===== src/rtl/kbd_link_pkg.sv =====
package kbd_link_pkg;

  typedef enum logic [3:0] {
    ST_IDLE,
    ST_HOLD,
    ST_TX_HI,
    ST_TX_LO,
    ST_RX_WAIT,
    ST_RX_LO,
    ST_RX_HI,
    ST_ACK_LO,
    ST_ACK_HI,
    ST_FE_LO,
    ST_FE_HI
  } link_state_t;

  // parity bit that makes data plus parity carry an odd count of ones
  function automatic logic odd_par(input logic [7:0] d);
    return ~(^d);
  endfunction

endpackage


===== src/rtl/kbd_line_sync.sv =====
module kbd_line_sync #(
  parameter int LINES  = 2,
  parameter int STAGES = 2
) (
  input  logic             clk,
  input  logic             rst_n,
  input  logic [LINES-1:0] raw,
  output logic [LINES-1:0] synced
);
  // lines idle high, so reset every stage to 1
  for (genvar g = 0; g < LINES; g++) begin : g_line
    logic [STAGES-1:0] chain;
    always_ff @(posedge clk or negedge rst_n) begin
      if (!rst_n) chain <= '1;
      else        chain <= {chain[STAGES-2:0], raw[g]};
    end
    assign synced[g] = chain[STAGES-1];
  end
endmodule


===== src/rtl/kbd_half_timer.sv =====
module kbd_half_timer #(
  parameter int HALF_CYC = 4000
) (
  input  logic clk,
  input  logic rst_n,
  input  logic restart,
  output logic tick
);
  localparam int CW = $clog2(HALF_CYC + 1);
  localparam logic [CW-1:0] LAST = CW'(HALF_CYC - 1);

  logic [CW-1:0] cnt;

  assign tick = (cnt == LAST);

  always_ff @(posedge clk or negedge rst_n) begin
    if (!rst_n)                cnt <= '0;
    else if (restart || tick)  cnt <= '0;
    else                       cnt <= cnt + 1'b1;
  end

  // phases are HALF_CYC long, so ticks are never back to back
  a_r5_tick_spacing: assert property (@(posedge clk) disable iff (!rst_n)
    tick |=> !tick);
endmodule


===== src/rtl/kbd_link_phy.sv =====
module kbd_link_phy
  import kbd_link_pkg::*;
#(
  parameter int HALF_CYC = 4000
) (
  input  logic       clk,
  input  logic       rst_n,
  input  logic       ps_clk_in,
  input  logic       ps_data_in,
  output logic       ps_clk_pull,
  output logic       ps_data_pull,
  input  logic       tx_valid,
  output logic       tx_ready,
  input  logic [7:0] tx_data,
  output logic       tx_busy,
  output logic       tx_done,
  output logic       tx_abort,
  output logic       rx_valid,
  output logic [7:0] rx_data,
  output logic       rx_par_err,
  output logic       frame_err
);
  localparam int FRAME_BITS = 11;
  localparam int RX_BITS    = 10;
  localparam int IDX_W      = $clog2(FRAME_BITS);
  localparam logic [IDX_W-1:0] TX_LAST  = IDX_W'(FRAME_BITS - 1);
  localparam logic [IDX_W-1:0] TX_GUARD = IDX_W'(FRAME_BITS - 1);
  localparam logic [IDX_W-1:0] RX_LAST  = IDX_W'(RX_BITS - 1);

  link_state_t           state;
  logic [IDX_W-1:0]      bit_idx;
  logic [FRAME_BITS-1:0] sh_tx;
  logic [RX_BITS-1:0]    sh_rx;
  logic [1:0]            lines_s;
  logic                  clk_s, data_s, tick;

  kbd_line_sync #(.LINES(2), .STAGES(2)) u_sync (
    .clk(clk), .rst_n(rst_n),
    .raw({ps_data_in, ps_clk_in}), .synced(lines_s)
  );
  assign clk_s  = lines_s[0];
  assign data_s = lines_s[1];

  kbd_half_timer #(.HALF_CYC(HALF_CYC)) u_timer (
    .clk(clk), .rst_n(rst_n), .restart(state == ST_IDLE), .tick(tick)
  );

  assign tx_ready = (state == ST_IDLE) && clk_s && data_s;
  assign tx_busy  = (state == ST_TX_HI) || (state == ST_TX_LO);

  always_ff @(posedge clk or negedge rst_n) begin
    if (!rst_n) begin
      state        <= ST_IDLE;
      bit_idx      <= '0;
      sh_tx        <= '0;
      sh_rx        <= '0;
      ps_clk_pull  <= 1'b0;
      ps_data_pull <= 1'b0;
      tx_done      <= 1'b0;
      tx_abort     <= 1'b0;
      rx_valid     <= 1'b0;
      rx_data      <= '0;
      rx_par_err   <= 1'b0;
      frame_err    <= 1'b0;
    end else begin
      tx_done   <= 1'b0;
      tx_abort  <= 1'b0;
      rx_valid  <= 1'b0;
      frame_err <= 1'b0;
      case (state)
        ST_IDLE: begin
          if (clk_s && !data_s) begin
            state <= ST_RX_WAIT;               // host asks to send
          end else if (tx_valid && tx_ready) begin
            sh_tx        <= {1'b1, odd_par(tx_data), tx_data, 1'b0};
            bit_idx      <= '0;
            ps_data_pull <= 1'b1;              // start bit is 0
            state        <= ST_TX_HI;
          end
        end
        ST_TX_HI: if (tick) begin
          if (bit_idx < TX_GUARD && !clk_s) begin
            ps_clk_pull  <= 1'b0;
            ps_data_pull <= 1'b0;
            tx_abort     <= 1'b1;
            state        <= ST_HOLD;
          end else begin
            ps_clk_pull <= 1'b1;
            state       <= ST_TX_LO;
          end
        end
        ST_TX_LO: if (tick) begin
          ps_clk_pull <= 1'b0;
          if (bit_idx == TX_LAST) begin
            ps_data_pull <= 1'b0;
            tx_done      <= 1'b1;
            state        <= ST_HOLD;
          end else begin
            bit_idx      <= bit_idx + 1'b1;
            sh_tx        <= sh_tx >> 1;
            ps_data_pull <= ~sh_tx[1];
            state        <= ST_TX_HI;
          end
        end
        ST_RX_WAIT: if (tick) begin
          bit_idx     <= '0;
          ps_clk_pull <= 1'b1;
          state       <= ST_RX_LO;
        end
        ST_RX_LO: if (tick) begin
          ps_clk_pull <= 1'b0;
          state       <= ST_RX_HI;
        end
        ST_RX_HI: if (tick) begin
          sh_rx       <= {data_s, sh_rx[RX_BITS-1:1]};
          ps_clk_pull <= 1'b1;
          if (bit_idx == RX_LAST) begin
            if (data_s) begin
              ps_data_pull <= 1'b1;            // acknowledge
              state        <= ST_ACK_LO;
            end else begin
              state <= ST_FE_LO;
            end
          end else begin
            bit_idx <= bit_idx + 1'b1;
            state   <= ST_RX_LO;
          end
        end
        ST_ACK_LO: if (tick) begin
          ps_clk_pull <= 1'b0;
          state       <= ST_ACK_HI;
        end
        ST_ACK_HI: if (tick) begin
          ps_data_pull <= 1'b0;
          rx_valid     <= 1'b1;
          rx_data      <= sh_rx[7:0];
          rx_par_err   <= (odd_par(sh_rx[7:0]) != sh_rx[8]);
          state        <= ST_HOLD;
        end
        ST_FE_LO: if (tick) begin
          ps_clk_pull <= 1'b0;
          state       <= ST_FE_HI;
        end
        ST_FE_HI: if (tick) begin
          if (data_s) begin
            frame_err <= 1'b1;
            state     <= ST_HOLD;
          end else begin
            ps_clk_pull <= 1'b1;
            state       <= ST_FE_LO;
          end
        end
        ST_HOLD: if (tick) state <= ST_IDLE;
        default: state <= ST_IDLE;
      endcase
    end
  end

  // an abort leaves both lines released
  a_r4_abort_release: assert property (@(posedge clk) disable iff (!rst_n)
    tx_abort |-> (!ps_clk_pull && !ps_data_pull));
  // aborts happen only before the tenth falling edge
  a_r4_abort_early: assert property (@(posedge clk) disable iff (!rst_n)
    tx_abort |-> (bit_idx < TX_GUARD));
  // completion events never coincide
  a_r2_one_event: assert property (@(posedge clk) disable iff (!rst_n)
    $onehot0({tx_done, tx_abort, rx_valid, frame_err}));
  // a delivered byte was acknowledged by pulling data
  a_r6_ack_pulled: assert property (@(posedge clk) disable iff (!rst_n)
    rx_valid |-> $past(ps_data_pull));
  // frame error is reported only after data was seen high
  a_r8_fe_release: assert property (@(posedge clk) disable iff (!rst_n)
    frame_err |-> $past(data_s));
  // a transmit only begins from released lines
  a_r1_tx_start: assert property (@(posedge clk) disable iff (!rst_n)
    $rose(tx_busy) |-> $past(clk_s && data_s));
  // a generated clock-low phase lasts more than one cycle
  a_r5_low_min: assert property (@(posedge clk) disable iff (!rst_n)
    $rose(ps_clk_pull) |=> ps_clk_pull);
endmodule


===== config.mk =====
export PLATFORM = sky130hd
export DESIGN_NAME = kbd_link_phy
export DESIGN_NICKNAME = d
export VERILOG_FILES = /design/src/rtl/kbd_link_pkg.sv /design/src/rtl/kbd_line_sync.sv /design/src/rtl/kbd_half_timer.sv /design/src/rtl/kbd_link_phy.sv
export SDC_FILE = /design/constraint.sdc
export NUM_CORES = 1
export LEC_CHECK = 0
export ABC_AREA = 0
export BUFFER_PORTS_ARGS = -buffer_cell sky130_fd_sc_hd__buf_2
export CAP_MARGIN = 10
export CORE_MARGIN = 10
export CORE_UTILIZATION = 49
export DETAILED_ROUTE_END_ITERATION = 6
export MAX_ROUTING_LAYER = met4
export PLACE_DENSITY_LB_ADDON = 0.1
export SETUP_SLACK_MARGIN = 0.02
export SYNTH_ARGS = -nofsm -noshare
export SYNTH_HDL_FRONTEND = slang
export SYNTH_SLANG_ARGS = --single-unit

===== constraint.sdc =====
create_clock -name clk -period 2.7 [get_ports clk]
set_clock_uncertainty 0.15 [all_clocks]
set_input_delay 0.135 -clock clk [delete_from_list [all_inputs] [get_ports clk]]
set_output_delay 0.135 -clock clk [all_outputs]
set_load 0.01 [all_outputs]

# After elaboration in Yosys (flattened, before gate mapping)
# Cells that the tools add are included.
[totals]
out_inout_bits = 17
ff_bits = 60
elab_cells = 140
in_bits = 13
[op_classes]
addsub = 2
eq_ne = 35
n_mux = 59
magnitude_cmp = 1
bitwise_logic = 3
n_reduce_logical = 25
[ops]
columns = ["cell", "count"]
rows = [
  ["4-bit 2-to-1 mux", 21],
  ["11-bit 2-to-1 mux", 4],
  ["4-bit one-hot mux with 11 select lines", 1],
  ["2-bit by 1-bit inequality test with 1-bit output (second input constant)", 14],
  ["1-bit 2-to-1 mux", 26],
  ["11-bit one-hot mux with 2 select lines", 1],
  ["4-bit == test (second input constant)", 5],
  ["4-bit by 3-bit == test with 1-bit output (second input constant)", 4],
  ["4-bit one-hot mux with 4 select lines", 1],
  ["8-bit parity", 2],
  ["12-bit by 1-bit adder with 12-bit output (second input constant)", 1],
  ["12-bit == test (second input constant)", 1],
  ["12-bit 2-to-1 mux", 1],
  ["2-bit inequality test (second input constant)", 6],
  ["11-bit AND reduction", 1],
  ["10-bit AND reduction", 1],
  ["4-bit by 2-bit == test with 1-bit output (second input constant)", 2],
  ["8-bit AND reduction", 1],
  ["4-bit nonzero test", 2],
  ["6-bit AND reduction", 1],
  ["1-bit logical AND", 5],
  ["1-bit one-hot mux with 5 select lines", 1],
  ["5-bit AND reduction", 1],
  ["5-bit nonzero test", 1],
  ["15 further kinds", 21],
]

# Logic depth before layout (Yosys ltp)
[depth]
depth_word = 7
mapped_depth = 7
mapped_depth_nobuf = 7

# Cells and area by module
# A second synthesis with hierarchy kept.
[unflattened]
cells_unflattened = 296
hier_area_um2 = 3111.7
[modules_own_cells]
columns = ["module", "seq_area_each_um2", "area_per_inst_um2", "instances", "cells_per_inst"]
rows = [
  ["kbd_link_phy", 1076.0, 2369.8, 1, 230],
  ["kbd_half_timer", 300.3, 621.8, 1, 60],
  ["kbd_line_sync", 105.1, 120.1, 1, 6],
]

# Least setup slack after synthesis
# Ideal clock, no wire load.
[synth_path]
kind = "register to register"
start = "register u_timer.cnt[0]"
end = "register sh_tx[6]"
period_less_slack_ns = 2.006
setup_time_ns = 0.119
path_slack_ns = 0.694
arrival_ns = 1.737
n_path_buf = 1
required_time_ns = 2.431
stages_incl_launch_ff = 8
path_cell_list = "dfrtp_1 ha_1 nand4_2 or3_4 o31a_4 buf_6 nand2_1 o21ai_2"
[synth_between]
elab_chain_len = 3
[synth_lines]
columns = ["item", "line_no", "rtl"]
rows = [
  ["from (decl)", "kbd_half_timer.sv:12", "logic [CW-1:0] cnt;"],
  ["from (signal assigned)", "kbd_half_timer.sv:19", "else cnt <= cnt + 1'b1;"],
  ["12-bit == test", "kbd_half_timer.sv:14", "assign tick = (cnt == LAST);"],
  ["2-bit by 1-bit inequality test with 1-bit output (no line)", "n/a", ""],
  ["5-bit AND reduction (no line)", "n/a", ""],
  ["to (signal assigned)", "kbd_link_phy.sv:75", "sh_tx <= {1'b1, odd_par(tx_data), tx_data, 1'b0};"],
  ["to (signal assigned)", "kbd_link_phy.sv:100", "sh_tx <= sh_tx >> 1;"],
  ["to (decl)", "kbd_link_phy.sv:32", "logic [FRAME_BITS-1:0] sh_tx;"],
]
# Every way passes these cells.
# A chain may end at the register's enable or synchronous reset.

# Final worst setup path
[layout_path]
start = "register u_timer.cnt[0]"
end = "register state[1]"
[layout_between]
elab_chain_len = 3
word_cells_on_any_way = 12
classes_between = "eq/ne: 11; reduce/logical: 1"
[layout_lines]
columns = ["item", "line_no", "rtl"]
rows = [
  ["12-bit == test (*)", "kbd_half_timer.sv:14", ""],
  ["2-bit by 1-bit inequality test with 1-bit output (no line)", "n/a", ""],
  ["11-bit AND reduction (no line) (*)", "n/a", ""],
  ["to (signal assigned)", "kbd_link_phy.sv:53", "state <= ST_IDLE;"],
  ["to (signal assigned)", "kbd_link_phy.sv:73", "state <= ST_RX_WAIT;"],
  ["to (signal assigned)", "kbd_link_phy.sv:78", "state <= ST_TX_HI;"],
  ["to (decl)", "kbd_link_phy.sv:30", "link_state_t state;"],
]
# Mark *: on every way between the ends. The rest lies on a longest branch, timed or not.

==> impl_table.tex <==
\begin{tabular}{lr}
\hline
Metric & Value \\
\hline
\multicolumn{2}{l}{\textbf{Route}} \\
\quad Vias/cell & 5.52 \\
\quad Final Routed Wirelength & between 6 and 7 mm \\
\quad Count of antenna-violating nets left after detailed routing & 0 \\
\quad Violation count after the first detailed-routing iteration & 134 \\
\quad Drc violations & 0 \\
\quad DR pass1 iterations & 5 \\
\quad Wire per inst & 15.8 um \\
\quad Total via count in the routed design & 2,296 \\
\multicolumn{2}{l}{\textbf{Logic synthesis}} \\
\quad Area share of the largest cell type after synthesis & 44.3\% \\
\quad Register area share after synthesis & 47.7\% \\
\quad Library cell occupying the most area in the post-synthesis netlist & dfrtp\_1 \\
\quad Fraction of the mapped netlist area in compound gates & 11.5\% \\
\quad Post-synthesis adder-cell area fraction & 1.61\% \\
\quad Mux cell area share after synthesis & between 10\% and 20\% \\
\quad Net count after synthesis & 307 \\
\quad Count of yosys warnings during synthesis & 0 \\
\quad Seq cells post-synth & 59 \\
\quad Share of flip-flops with an asynchronous set or reset & 100\% \\
\quad Per-instance average area after synthesis & 10.7 sq um \\
\quad Number of flops mapped to enable cells by yosys & 0 \\
\quad Main combinational cell family by area after synthesis & simple AND/OR/NAND/NOR gates \\
\quad Count of distinct cell types in the synthesized netlist & 54 \\
\quad XOR/XNOR Fraction of Synth Area & under 10\% \\
\quad Simple-gate area share of the yosys netlist & between 10\% and 20\% \\
\quad Post-Synthesis Cell Area & 3110 sq um \\
\quad Synth Instances & 290 \\
\quad Primary FF master, synth & dfrtp\_1 \\
\quad Top cells by area, synth & dfrtp\_1 (44\%), mux2\_2 (8.3\%), xnor2\_1 (5.4\%) \\
\multicolumn{2}{l}{\textbf{Floorplan}} \\
\quad Number of rows in the core area & 28 \\
\quad DIE WIDTH & 99.6 um \\
\quad Height of the die & between 90 and 100 um \\
\quad Number of top-level pins & 30 \\
\quad Core Region & 6030 sq um \\
\quad Starting density of the core & 51.6\% \\
\quad Area enclosed by the die boundary & 9930 sq um \\
\multicolumn{2}{l}{\textbf{STA}} \\
\quad Setup repair after global routing missed its margin & no \\
\quad Total negative slack for setup checks & 0 ns \\
\quad Max Transition Viols Final & 0 \\
\quad Slew @ Worst Pin & about 0.58 ns \\
\quad Peak Freq & 458 MHz \\
\quad Number of hold violations in the final report & 0 \\
\quad Remaining max-slew budget at the tightest pin & 61.7\% \\
\quad Period Utilization, post-route & 80.9\% \\
\quad Tmin final & 2.18 ns \\
\quad Setup violation total in the final timing report & 0 \\
\multicolumn{2}{l}{\textbf{Critical path}} \\
\quad Max FO, Critical Path & 6 \\
\quad Required time of the critical path & 2.78 ns \\
\quad Critical Path Max Stage Delay & between 0.4 and 0.5 ns \\
\quad Category of the most critical setup path & reg -> reg \\
\quad Arrival time worst endpoint & 2.26 ns \\
\quad Type of destination of the critical path & flip-flop \\
\quad Max stage delay cell, worst path & o21ai\_0 \\
\quad Critical path cell sequence & ha\_1, nand4\_2, or3\_4, nand2b\_1, o21ai\_0, mux2\_2 \\
\quad Element type at the critical path start & flip-flop \\
\multicolumn{2}{l}{\textbf{Cells and area}} \\
\quad Highest-count cells in the layout ignoring fill and taps & dfrtp\_1 (55), buf\_2 (29), mux2\_2 (23) \\
\quad Synth-to-layout area growth & 17.8\% \\
\quad Number of fill cells & 507 \\
\quad Share of final-layout standard cells stronger than drive strength 1 & a little over a quarter \\
\quad Number of nets in the layout & 353 \\
\quad Ant. Diodes & 0 \\
\quad Leading cell type in the layout, fill and taps excluded & dfrtp\_1 \\
\quad Fin area & 3660 sq um \\
\multicolumn{2}{l}{\textbf{Global routing}} \\
\quad First-pass GRT wire length & about 11 mm \\
\quad Total GRT Usage & 14.5\% \\
\quad Vias in the first global route & $\sim$2,200 \\
\quad Pin count of the biggest net entering global routing & 23 \\
\quad Antenna violations before repair & 0 \\
\quad Total gr overflow & 0 \\
\multicolumn{2}{l}{\textbf{Clock network}} \\
\quad Number of buffers on the longest clock path & 2 \\
\quad Clock slew at reported path FFs & 0.07 ns \\
\quad TritonCTS Buffers & 9 \\
\quad H-Tree Depth & 3 \\
\quad Clock net sink count & just under 60 \\
\quad Clock insertion delay at the later pin of the skew report & 0.34 ns \\
\quad CTS root buffer & clkbuf\_8 \\
\quad Clock tree from TritonCTS & built \\
\multicolumn{2}{l}{\textbf{Place}} \\
\quad Area of placed instances & 3340 sq um \\
\quad DPL Wire Length & 4.63 mm \\
\quad Port Buffers & 29 \\
\quad Placer Congestion & 0.914 \\
\multicolumn{2}{l}{\textbf{Power and ir drop}} \\
\quad Power Dens Cells & 843 nW/um\^{}2 \\
\quad Worst IR Drop VDD & 0.531 mV \\
\quad Leak pwr & 1.72 nW \\
\multicolumn{2}{l}{\textbf{Status}} \\
\quad Outcome & complete, no violations \\
\multicolumn{2}{l}{\textbf{Hold path}} \\
\quad Worst hold-check path type & in -> reg \\
\multicolumn{2}{l}{\textbf{Job}} \\
\quad Number of max-cap violations & 0 \\
\hline
\end{tabular}
Yosys cell counts (all sizes together), types with 2 or more instances:
cell     number
o211ai        3
nand4         2
nor3          6
buf          11
ha            4
nand3b        2
and2          3
xnor2        19
o221ai        3
dfstp         4
dfrtp        55
nor4          3
mux2i        10
o21ai        25
nand4bb       3
and3b         2
or3           6
and3          3
nand2        18
nor2b         6
nand2b        6
inv           9
nand3        11
mux2         23
xor2          5
nor2         23
o31ai         3
a21oi         9
critical path, delay by kind of cell (launching register included):
family / cells / cell delay, ns
AO/OA/AOI/OAI: 1 / 0.44
AND/OR/NAND/NOR: 3 / 0.44
flip-flops: 1 / 0.40
multiplexers: 1 / 0.39
adder cells (fa/ha/maj): 1 / 0.25
area by class of cell:
| cell class | count | area, sq um | area share (%) |
|---|---|---|---|
| flip-flops and latches | 59 | 1480 | 40.5 |
| multi-input cells | 210 | 1530 | 41.8 |
| clock inverters | 7 | 92.6 | 2.53 |
| inverters | 9 | 33.8 | 0.923 |
| repair buffers | 47 | 305 | 8.34 |
| well taps | 75 | 93.8 | 2.56 |
| clock buffers | 9 | 124 | 3.39 |
final timing paths:
| check | from | endpoint | slack (ns) | cells after the start |
|---|---|---|---|---|
| max | u_timer.cnt[0]$_DFF_PN0_ | state[1]$_DFFE_PN0P_ | 0.52 | 6 |
| min | tx_valid | sh_tx[10]$_DFFE_PN0P_ | 0.03 | 3 |
| max reg2reg | u_timer.cnt[0]$_DFF_PN0_ | state[1]$_DFFE_PN0P_ | 0.52 | 6 |
| min reg2reg | u_sync.g_line[1].chain[0]$_DFF_PN1_ | u_sync.g_line[1].chain[1]$_DFF_PN1_ | 0.21 | 0 |
| max in group asynchronous | rst_n | u_sync.g_line[1].chain[0]$_DFF_PN1_ | 1.53 | 3 |
| min in group asynchronous | rst_n | sh_tx[4]$_DFFE_PN0P_ | 0.14 | 2 |
logic make-up after synthesis:
kind of cell	after synthesis
adder cells (fa/ha/maj)	4
XOR/XNOR	24
AND/OR/NAND/NOR	95
buffers and inverters	21
AO/OA/AOI/OAI	54
flip-flops	59
multiplexers	33
where the power goes:
group          switching (W)  leakage (nW)  internal (W)
clock network       0.000375         0.101      0.000515
logic               0.000537         0.846      0.000443
registers           0.000190         0.774       0.00102
total                0.00110          1.72       0.00198
through the flow:
stage | hold WS [ns] | cells | total power [W] | util [%] | setup slack (ns)
after global routing | 0.0251 | 416 | 0.00330 | 60.7 | 0.362
after CTS | 0.0176 | 416 | 0.00310 | 60.7 | 0.528
after global placement | -0.0184 | 390 | 0.00219 | 55.5 | 0.539
after floorplan | -0.311 | 290 | 0.00194 | - | 0.694
final | 0.0262 | 416 | 0.00308 | 60.7 | 0.516
after detailed placement | -0.0121 | 390 | 0.00219 | 55.5 | 0.532
layer usage:
| layer | part of all wire, % | vias up | track usage [%] |
|---|---|---|---|
| met5 | 0 | - | - |
| met4 | 1.0 | 0 | 6.28 |
| met3 | 4.7 | 7 | 4.08 |
| met2 | 43 | 61 | 19.3 |
| met1 | 51 | 1100 | 19.9 |
| li1 | - | 1128 | - |
flip-flops by register name (all words and copies together), names as in the netlist:
name                 cells
u_timer.cnt             12
ps_data_pull             1
bit_idx                  4
rx_data                  8
sh_tx                   10
tx_done                  1
state                    4
sh_rx                   10
ps_clk_pull              1
rx_par_err               1
rx_valid                 1
frame_err                1
u_sync.g_line.chain      4
tx_abort                 1
repair_timing:
action,4_1_cts,5_1_grt
gates resized for setup,0,0
hold buffers,10,0
endpoints found under the hold margin,28,0
setup buffers,0,0
No activity file was read; power rests on OpenSTA's default activity.
